## src/rtl/icp_pkg.sv

```systemverilog
// Package: shared state encoding for the programming-mode entry sequencer.
// Assumes: nothing beyond 1800-2017.
package icp_pkg;
    typedef enum logic [2:0] {
        ST_IDLE    = 3'd0,
        ST_TM      = 3'd1,
        ST_RSTPUL  = 3'd2,
        ST_WAITVDD = 3'd3,
        ST_STARTUP = 3'd4,
        ST_PULSES  = 3'd5,
        ST_WINEND  = 3'd6,
        ST_DONE    = 3'd7
    } icp_state_e;
endpackage

```

## src/rtl/icp_vdd_sync.sv

```systemverilog
// Module: two-flop synchroniser for the asynchronous supply comparator,
// plus a one-cycle rise indication taken from the synchronised level.
// Assumes: comparator output is glitch-free enough that one edge = one crossing.
module icp_vdd_sync (
    input  logic clk,
    input  logic rst_n,
    input  logic vdd_ok_i,
    output logic rise_o
);
    logic s1, s2, s3;

    // Shift the comparator level through the synchroniser and keep one history bit.
    always_ff @(posedge clk) begin
        if (!rst_n) begin
            s1 <= 1'b0;
            s2 <= 1'b0;
            s3 <= 1'b0;
        end else begin
            s1 <= vdd_ok_i;
            s2 <= s1;
            s3 <= s2;
        end
    end

    assign rise_o = s2 & ~s3;

    p_rise_single_r4: assert property (@(posedge clk) disable iff (!rst_n)
        rise_o |=> !rise_o);
endmodule

```

## src/rtl/icp_pulse_gen.sv

```systemverilog
// Module: produces NPULSE back-to-back pulses of HALF cycles high then HALF
// cycles low while run is held; flags the final cycle of the last pulse.
// Assumes: run is held continuously from the first pulse to last_o.
module icp_pulse_gen #(
    parameter int unsigned HALF   = 2,
    parameter int unsigned NPULSE = 38
) (
    input  logic clk,
    input  logic rst_n,
    input  logic run,
    output logic dat_o,
    output logic last_o
);
    localparam int unsigned HC_W = $clog2(HALF) + 1;
    localparam int unsigned PC_W = $clog2(NPULSE) + 1;

    logic [HC_W-1:0] hc;
    logic            ph;
    logic [PC_W-1:0] pc;

    // Advance the half-period counter, the phase and the pulse index.
    always_ff @(posedge clk) begin
        if (!rst_n || !run) begin
            hc <= '0;
            ph <= 1'b0;
            pc <= '0;
        end else if (hc == HC_W'(HALF - 1)) begin
            hc <= '0;
            ph <= ~ph;
            if (ph) pc <= pc + 1'b1;
        end else begin
            hc <= hc + 1'b1;
        end
    end

    assign dat_o  = run & ~ph;
    assign last_o = run & ph & (hc == HC_W'(HALF - 1)) & (pc == PC_W'(NPULSE - 1));

    p_pulse_bound_r6: assert property (@(posedge clk) disable iff (!rst_n)
        run |-> (pc < PC_W'(NPULSE)));
    p_half_stable_r6: assert property (@(posedge clk) disable iff (!rst_n)
        (run && $past(run) && hc != '0) |-> (dat_o == $past(dat_o)));
endmodule

```

## src/rtl/icp_entry_seq.sv

```systemverilog
// Module: top of the programming-mode entry sequencer. Raises test mode,
// makes the synchronising event (reset pulse or supply crossing), waits the
// mid-range start-up delay, drives the pulse train and holds the pin until
// the window of 4096 CPU periods ends, then releases it.
// Assumes: vdd_ok_i is asynchronous; cpu_per_i is stable in the start cycle.
module icp_entry_seq #(
    parameter int unsigned CLK_HZ   = 16_000_000,
    parameter int unsigned CPU_W    = 8,
    parameter int unsigned MIN_CPU  = 1,
    parameter int unsigned HALF     = 2,
    parameter int unsigned NPULSE   = 38,
    parameter int unsigned TM_SETUP = 4,
    parameter int unsigned RST_LEN  = 8
) (
    input  logic             clk,
    input  logic             rst_n,
    input  logic             start_i,
    input  logic             abort_i,
    input  logic             mode_vdd_i,
    input  logic [CPU_W-1:0] cpu_per_i,
    input  logic             vdd_ok_i,
    output logic             tm_o,
    output logic             rst_n_o,
    output logic             dat_o,
    output logic             dat_oe_o,
    output logic             busy_o,
    output logic             done_o
);
    import icp_pkg::*;

    localparam int unsigned D50   = (CLK_HZ + 19_999) / 20_000;
    localparam int unsigned CNT_W = $clog2(D50 + 4096 * (2 ** CPU_W)) + 1;

    if (longint'(HALF) * 2_000_000_000 < 125 * longint'(CLK_HZ)) begin : g_bad_half
        $error("HALF gives a pulse phase shorter than 62.5 ns");
    end
    if (2 * NPULSE * HALF >= 4096 * MIN_CPU) begin : g_bad_fit
        $error("pulse train does not fit inside the entry window");
    end

    icp_state_e       st;
    logic [CNT_W-1:0] cnt;
    logic [CPU_W-1:0] cpu_q;
    logic             mode_q;
    logic [CNT_W-1:0] dly, win;
    logic             vdd_rise, p_last, p_dat;

    assign dly = CNT_W'(D50) + (CNT_W'(cpu_q) << 8);
    assign win = CNT_W'(cpu_q) << 12;

    icp_vdd_sync u_sync (
        .clk      (clk),
        .rst_n    (rst_n),
        .vdd_ok_i (vdd_ok_i),
        .rise_o   (vdd_rise)
    );

    icp_pulse_gen #(.HALF(HALF), .NPULSE(NPULSE)) u_pulse (
        .clk    (clk),
        .rst_n  (rst_n),
        .run    (st == ST_PULSES),
        .dat_o  (p_dat),
        .last_o (p_last)
    );

    // Sequence state and the shared phase/window counter.
    always_ff @(posedge clk) begin
        if (!rst_n) begin
            st     <= ST_IDLE;
            cnt    <= '0;
            cpu_q  <= CPU_W'(1);
            mode_q <= 1'b0;
        end else if (abort_i) begin
            st  <= ST_IDLE;
            cnt <= '0;
        end else begin
            case (st)
                ST_IDLE: if (start_i) begin
                    st     <= ST_TM;
                    cnt    <= '0;
                    cpu_q  <= (cpu_per_i == '0) ? CPU_W'(1) : cpu_per_i;
                    mode_q <= mode_vdd_i;
                end
                ST_TM: if (cnt == CNT_W'(TM_SETUP - 1)) begin
                    cnt <= '0;
                    st  <= mode_q ? ST_WAITVDD : ST_RSTPUL;
                end else cnt <= cnt + 1'b1;
                ST_RSTPUL: if (cnt == CNT_W'(RST_LEN - 1)) begin
                    cnt <= '0;
                    st  <= ST_STARTUP;
                end else cnt <= cnt + 1'b1;
                ST_WAITVDD: if (vdd_rise) begin
                    cnt <= '0;
                    st  <= ST_STARTUP;
                end
                ST_STARTUP: if (cnt == dly - 1'b1) begin
                    cnt <= '0;
                    st  <= ST_PULSES;
                end else cnt <= cnt + 1'b1;
                ST_PULSES: begin
                    cnt <= cnt + 1'b1;
                    if (p_last) st <= ST_WINEND;
                end
                ST_WINEND: if (cnt == win - 1'b1) begin
                    cnt <= '0;
                    st  <= ST_DONE;
                end else cnt <= cnt + 1'b1;
                default: st <= ST_IDLE;
            endcase
        end
    end

    // Output decode from the registered state.
    always_comb begin
        busy_o   = (st != ST_IDLE) && (st != ST_DONE);
        tm_o     = busy_o;
        rst_n_o  = (st != ST_RSTPUL);
        dat_oe_o = (st == ST_PULSES) || (st == ST_WINEND);
        dat_o    = p_dat;
        done_o   = (st == ST_DONE);
    end

    p_tm_busy_r2: assert property (@(posedge clk) disable iff (!rst_n)
        busy_o |-> tm_o);
    p_rst_pulse_r3: assert property (@(posedge clk) disable iff (!rst_n)
        !rst_n_o |-> (busy_o && !mode_q && !dat_oe_o));
    p_pin_quiet_r7: assert property (@(posedge clk) disable iff (!rst_n)
        !dat_oe_o |-> !dat_o);
    p_window_bound_r7: assert property (@(posedge clk) disable iff (!rst_n)
        (st == ST_WINEND) |-> (cnt < win));
    p_done_once_r8: assert property (@(posedge clk) disable iff (!rst_n)
        done_o |=> (!done_o && !busy_o));
    p_abort_release_r9: assert property (@(posedge clk) disable iff (!rst_n)
        abort_i |=> (!busy_o && !done_o && !dat_oe_o && rst_n_o && !tm_o));
endmodule

```

## config.mk

```make
export PLATFORM = sky130hd
export DESIGN_NAME = icp_entry_seq
export DESIGN_NICKNAME = d
export VERILOG_FILES = /design/src/rtl/icp_pkg.sv /design/src/rtl/icp_vdd_sync.sv /design/src/rtl/icp_pulse_gen.sv /design/src/rtl/icp_entry_seq.sv
export SDC_FILE = /design/constraint.sdc
export NUM_CORES = 1
export LEC_CHECK = 0
export BUFFER_PORTS_ARGS = -buffer_cell sky130_fd_sc_hd__buf_2
export CAP_MARGIN = 5
export CELL_PAD_IN_SITES_DETAIL_PLACEMENT = 2
export CELL_PAD_IN_SITES_GLOBAL_PLACEMENT = 2
export CORE_ASPECT_RATIO = 0.8
export CORE_MARGIN = 10
export CORE_UTILIZATION = 41
export CTS_BUF_LIST = sky130_fd_sc_hd__clkbuf_4
export DETAILED_ROUTE_END_ITERATION = 16
export PLACE_DENSITY = 0.84
export SLEW_MARGIN = 20
export SYNTH_ARGS = -nofsm -noshare
export SYNTH_HDL_FRONTEND = slang
export SYNTH_SLANG_ARGS = --single-unit
```

## constraint.sdc

```tcl
create_clock -name clk -period 4.46 [get_ports clk]
set_input_delay 0.892 -clock clk [delete_from_list [all_inputs] [get_ports clk]]
set_output_delay 0.892 -clock clk [all_outputs]
set_load 0.01 [all_outputs]
```

# ---- Word-level counts from Yosys, hierarchy flattened
# Cells that the tools add are included.
dict set report op_classes {
  addsub 6
  mul 0
  n_div 0
  order_cmp 0
  n_eq_ne 22
  n_shift 0
  mux 17
  bitwise 9
  n_reduce_logical 15
}
# op count
set ops {}
lappend ops {{$pmux 22 s7} 1}
lappend ops {{$mux 22} 6}
lappend ops {{$eq 22x22->1} 2}
lappend ops {{$add 22x1->22 const B} 1}
lappend ops {{$eq 22x2->1 const B} 1}
lappend ops {{$eq 22x3->1 const B} 1}
lappend ops {{$mux 3} 7}
lappend ops {{$pmux 3 s7} 1}
lappend ops {{$sub 20x1->21 const B} 1}
lappend ops {{$sub 17x1->18 const B} 1}
lappend ops {{$add 10x16->17 const A} 1}
lappend ops {{$eq 3x3->1 const B} 4}
lappend ops {{$ne 2x2->1 const B} 6}
lappend ops {{$logic_not 8->1} 1}
lappend ops {{$mux 8} 1}
lappend ops {{$add 7x1->7 const B} 1}
lappend ops {{$eq 7x6->1 const B} 1}
lappend ops {{$reduce_and 7->1} 1}
lappend ops {{$reduce_bool 7->1} 1}
lappend ops {{$eq 3x2->1 const B} 2}
lappend ops {{$reduce_and 3->1} 2}
lappend ops {{$and 1x1->1} 5}
lappend ops {{$not 1->1} 4}
lappend ops {{$reduce_or 2->1} 2}
lappend ops {{13 further kinds} 15}
dict set report totals {
  ff_bits 47
  latch_bits 0
  ram_bits 0
  rom_bits 0
  in_bits 14
  output_inout_bits 6
  elab_cells 79
  memories 0
}

# ---- Longest topological paths before layout
dict set report logic_depth {
  depth_word 6
  depth_mapped 14
  ltp_nobuf 10
}

# ---- Modules after synthesis
# From an unflattened synthesis, not the netlist that was laid out.
dict set report unflattened {
  hier_cells 388
  hier_area_um2 3096.7
}
# mod n_inst cells_each area_per_inst_um2 seq_area_each_um2
set by_module_without_submodules {}
lappend by_module_without_submodules {icp_entry_seq 1 330 2529.9 680.7}
lappend by_module_without_submodules {icp_pulse_gen 1 51 474.2 200.2}
lappend by_module_without_submodules {icp_vdd_sync 1 7 92.6 60.1}

# ---- Worst setup path before layout
# Ideal clock, no wire load.
dict set report synth_timing {
  kind {register to register}
  startpoint {reg cpu_q[0]}
  endpoint {reg cnt[16]}
  setup_time_ps 126
  arrival_ps 2400
  t_required_ps 4334
  slack_ps 1934
  stages_incl_launch_ff 15
  n_path_buf 4
  synth_period_minus_slack_ps 2526
  path_cell_list {dfxtp_1 -> buf_6 -> inv_1 -> ha_1 -> buf_2 -> xor2_1 -> and2_2 -> o32a_1 -> o31ai_2 -> and4_1 -> buf_6 -> a21oi_4 -> buf_6 -> a21oi_2 -> mux2i_1}
}
dict set report synth_between {
  elab_chain_cells 5
  word_cells_on_any_way 8
  cone_classes {add/sub (3); eq/ne (2); mux (3)}
}
# item line_no
set synth_lines {}
lappend synth_lines {{from (decl)} icp_entry_seq.sv:43} ;# logic [CPU_W-1:0] cpu_q;
lappend synth_lines {{from (signal assigned)} icp_entry_seq.sv:81} ;# cpu_q <= (cpu_per_i == '0) ? CPU_W'(1) : cpu_per_i;
lappend synth_lines {{$add 10x16->17} icp_entry_seq.sv:48} ;# assign dly = CNT_W'(D50) + (CNT_W'(cpu_q) << 8);
lappend synth_lines {{$sub 17x1->18} icp_entry_seq.sv:96} ;# ST_STARTUP: if (cnt == dly - 1'b1) begin
lappend synth_lines {{$eq 22x22->1} icp_entry_seq.sv:96}
lappend synth_lines {{$mux 22} icp_entry_seq.sv:96}
lappend synth_lines {{$pmux 22 s7 (*)} icp_entry_seq.sv:77} ;# case (st)
lappend synth_lines {{to (signal assigned)} icp_entry_seq.sv:87} ;# end else cnt <= cnt + 1'b1;
lappend synth_lines {{to (signal assigned)} icp_entry_seq.sv:99} ;# end else cnt <= cnt + 1'b1;
lappend synth_lines {{to (signal assigned)} icp_entry_seq.sv:101} ;# cnt <= cnt + 1'b1;
lappend synth_lines {{to (decl)} icp_entry_seq.sv:42} ;# logic [CNT_W-1:0] cnt;
# Every way passes the cells marked *; elsewhere a longest branch is shown, timed or not.
# A chain may end at the register's enable or synchronous reset.

# ---- Worst setup path in the final report
dict set report layout_timing {
  startpoint {reg cpu_q[0]}
  endpoint {reg cnt[10]}
}
# The elaborated chain is that of the path after synthesis.

==> results.md <==
- Count of max-cap constraint violations: 0
- Worst setup path startpoint: cpu_q[0]
- Library cell with the largest summed area after synthesis: sky130_fd_sc_hd__dfxtp_1
- Count of distinct cell types in the synthesized netlist: 69
- Share of post-route cells with drive strength above 1: about 16%
- Storage element area: roughly 940 um^2
- Power density normalized to cell area: 239 nW/um^2
- Sort of element at the start of the critical path: flop
- Post-Synthesis Cells: roughly 380
- Source-to-sink clock delay at the later pin of the worst-skew pair: between 0.3 and 0.4 ns
- First-pass GRT wire length: 15.6 mm
- Detailed-placement wirelength estimate: 6.95 mm
- Number of hold-slack violations in the final timing report: 0
- Sequential cell area fraction in the yosys report: a little under 30%
- Worst hold slack: ~0.46 ns
- Worst Max-Slew Pin Slew: approximately 0.65 ns
- Mean number of vias per cell: ~5.7
- Sink count of the clock tree: 47
- Arr. time, crit path: 3.32 ns
- Source of the worst register-to-register timing path: cpu_q[0]
- Count of flip-flops with a built-in enable after synthesis: 0
- Io pins: 20
- Clk Tree Root Cell: sky130_fd_sc_hd__clkbuf_4
- Setup repair after global routing missed its margin: no
- Core Rows: 28
- Initial detailed-routing violation count: approximately 150
- Max-slew violations: 0
- Cts hold-fix bufs: 0
- Quantity of I/O buffers inserted on ports: 19
- Residual overflow from global routing: 0
- Total global-route track usage: between 10% and 20%
- Endpoint of the worst-slack reg-to-reg timing path: cnt[10]
- CTS tree: built
- CTS resizes: 0
- Clk pin slew, worst setup/hold paths: around 0.16 ns
- Number of flip-flops and latches in the synthesized netlist: between 40 and 50
- LEAKAGE: 1.16 nW
- Capturing instance or port of the critical path: cnt[10]
- Fin crit period: approximately 3.1 ns
- Clk_skew: roughly 0.013 ns
- Vias in the first global route: between 2000 and 3000
- Leading cell types by total area after synthesis: sky130_fd_sc_hd__dfxtp_1, sky130_fd_sc_hd__xor2_1, sky130_fd_sc_hd__nand2_1, sky130_fd_sc_hd__nand3_1, sky130_fd_sc_hd__o21ai_0
- Commonest non-fill, non-tap cell in the layout: sky130_fd_sc_hd__dfxtp_1
- Relative area change from synthesis to final layout: 2.41%
- Async SR Flop Fraction: 0%
- Clock tree buffer depth: 2
- Total detailed-routing wirelength: about 9 mm
- R2r worst-path depth: 10
- Initial antenna violation count: 0
- Initial DRT Pass Iterations: 4
- Commonest register cell after synthesis: sky130_fd_sc_hd__dfxtp_1
- Path type of the worst min-delay path: flop to flop
- Avg Synthesized Cell Area: about 8.3 um^2
- Antenna Violating Nets Remaining: 0
- Maximum achievable frequency: about 330 MHz
- Total negative slack for setup checks: 0 ns
- Via count: 2784
- Final number of setup-violating endpoints: 0
- Number of post-CTS setup repair buffers: 0
- Mapped cell area: between 3000 and 4000 um^2
- Most used cells in the layout excluding fill and tap cells: sky130_fd_sc_hd__dfxtp_1, sky130_fd_sc_hd__nand2_1, sky130_fd_sc_hd__nor2_1, sky130_fd_sc_hd__nand3_1, sky130_fd_sc_hd__o21ai_0
- Max-slew headroom at the worst pin: between 50% and 60%
- Crit Path Category: flop to flop
- Total Power: ~0.77 mW
- H-Tree Depth: 2
- TritonCTS Buffers: 5
- Yosys warnings: 0
- Largest vdd supply drop: ~120 uV
- Die Height: between 90 and 100 um
- Final period utilization: between 60% and 70%
- Placer's final routability congestion estimate: 0.818
- Flop-to-flop setup slack: 1.40 ns
- Number of antenna cells inserted: 0
- Nets@finish: 398
- CP Data Required Time: 4.72 ns
- Worst-path fanout max: 15
- Full die area: around 12000 um^2
- Initial Utilization: a little over two fifths
- Die X: 118 um
- Total nets after synthesis: approximately 400
- Critical path endpoint category: flop
- Core area: between 7000 and 8000 um^2
- Total area of multi-input combinational cells: 1940 um^2
- Routed WL per cell: 18.6 um
- Number of fillers in the final layout: just under 900
- Synth top area share: between 20 and 30%
- Largest net degree at the start of global routing: 21
- DRC Markers: 0
- Outcome: complete, no violations
[metrics by stage]
step	area [um^2]	setup slack, ns	util [%]	cells
floorplan	3160	1.93	-	383
global placement	3180	1.60	42.6	477
detailed placement	3180	1.45	42.6	477
CTS	3240	1.38	43.4	485
global route	3240	1.14	43.4	485
finish	3240	1.40	43.4	485
[flip-flops by register name, summed over array words and instances (netlist names), 2 cells and up]
register	count
st	3
cnt	22
u_pulse.hc	2
cpu_q	8
u_pulse.pc	7
[power by group]
part | switching, mW | internal, mW
clock | 0.152 | 0.0702
sequential | 0.0178 | 0.427
combinational | 0.0597 | 0.0466
[critical path, cell delays in order (launching register included)]
cell and delay [ns]:
sky130_fd_sc_hd__dfxtp_1 0.43, sky130_fd_sc_hd__inv_1 0.10, sky130_fd_sc_hd__ha_1 0.37, sky130_fd_sc_hd__nor2b_1 0.37, sky130_fd_sc_hd__a211oi_1 0.12, sky130_fd_sc_hd__o32a_1 0.36
sky130_fd_sc_hd__o31ai_2 0.27, sky130_fd_sc_hd__and4_1 0.41, sky130_fd_sc_hd__a21o_4 0.28, sky130_fd_sc_hd__or3_1 0.14, sky130_fd_sc_hd__o21ai_0 0.08
[routing by layer]
metal	routed length (um)	part of all wire, %	up-vias	global-route usage (%)
met5	0	0	-	0
met4	95	1.1	0	3.61
met3	309	3.4	12	2.74
met2	4370	48	32	26.4
met1	4260	47	1387	20.9
li1	-	-	1353	-
[kinds of logic (layout without fill, tap and decap cells)]
group | count (synthesis) | after routing | share of synthesized area, %
buffers and inverters | 46 | 43 | 8.71
muxes | 10 | 10 | 3.17
and+or+nand+nor | 169 | 169 | 30.4
DFF | 47 | 47 | 29.8
AOI/OAI and AO/OA | 77 | 77 | 17.5
adders and majority gates | 5 | 5 | 1.98
xor gates and xnor gates | 29 | 29 | 8.47
[synth_stat cells (all sizes together), types with 4 or more instances]
| library cell | instances |
|---|---|
| dfxtp | 47 |
| nand2 | 31 |
| nor2 | 27 |
| nand3 | 26 |
| o21ai | 25 |
| xor2 | 19 |
| clkbuf | 16 |
| buf | 15 |
| inv | 15 |
| nor3 | 15 |
| a21oi | 14 |
| nor2b | 13 |
| mux2i | 10 |
| xnor2 | 9 |
| or3 | 8 |
| a211oi | 7 |
| and3 | 7 |
| nand4 | 7 |
| a21o | 6 |
| and2 | 5 |
| ha | 5 |
| nor4 | 5 |
| a31oi | 4 |
| nand3b | 4 |
[area by class of cell]
| class | instances | area share [%] |
|---|---|---|
| multi-input combinational | 290 | 60.1 |
| timing repair buffer | 20 | 3.17 |
| clock buffer | 6 | 1.39 |
| clock inverter | 2 | 0.503 |
| tap | 105 | 4.06 |
| sequential | 47 | 29.1 |
| inverter | 15 | 1.74 |
[worst min-delay path by stage]
stage | start | end | slack, ns | cells after the start
detailed placement | u_sync.s1 | u_sync.s2 | 0.43 | 1
CTS | u_pulse.hc[0] | u_pulse.hc[0] | 0.46 | 1
finish | u_pulse.hc[0] | u_pulse.hc[0] | 0.46 | 1
floorplan | u_pulse.hc[0] | u_pulse.hc[0] | 0.40 | 1
global route | u_sync.s1 | u_sync.s2 | 0.48 | 1
global placement | u_pulse.hc[0] | u_pulse.hc[0] | 0.41 | 1
Note: power is estimated with default switching activity, not from simulation.
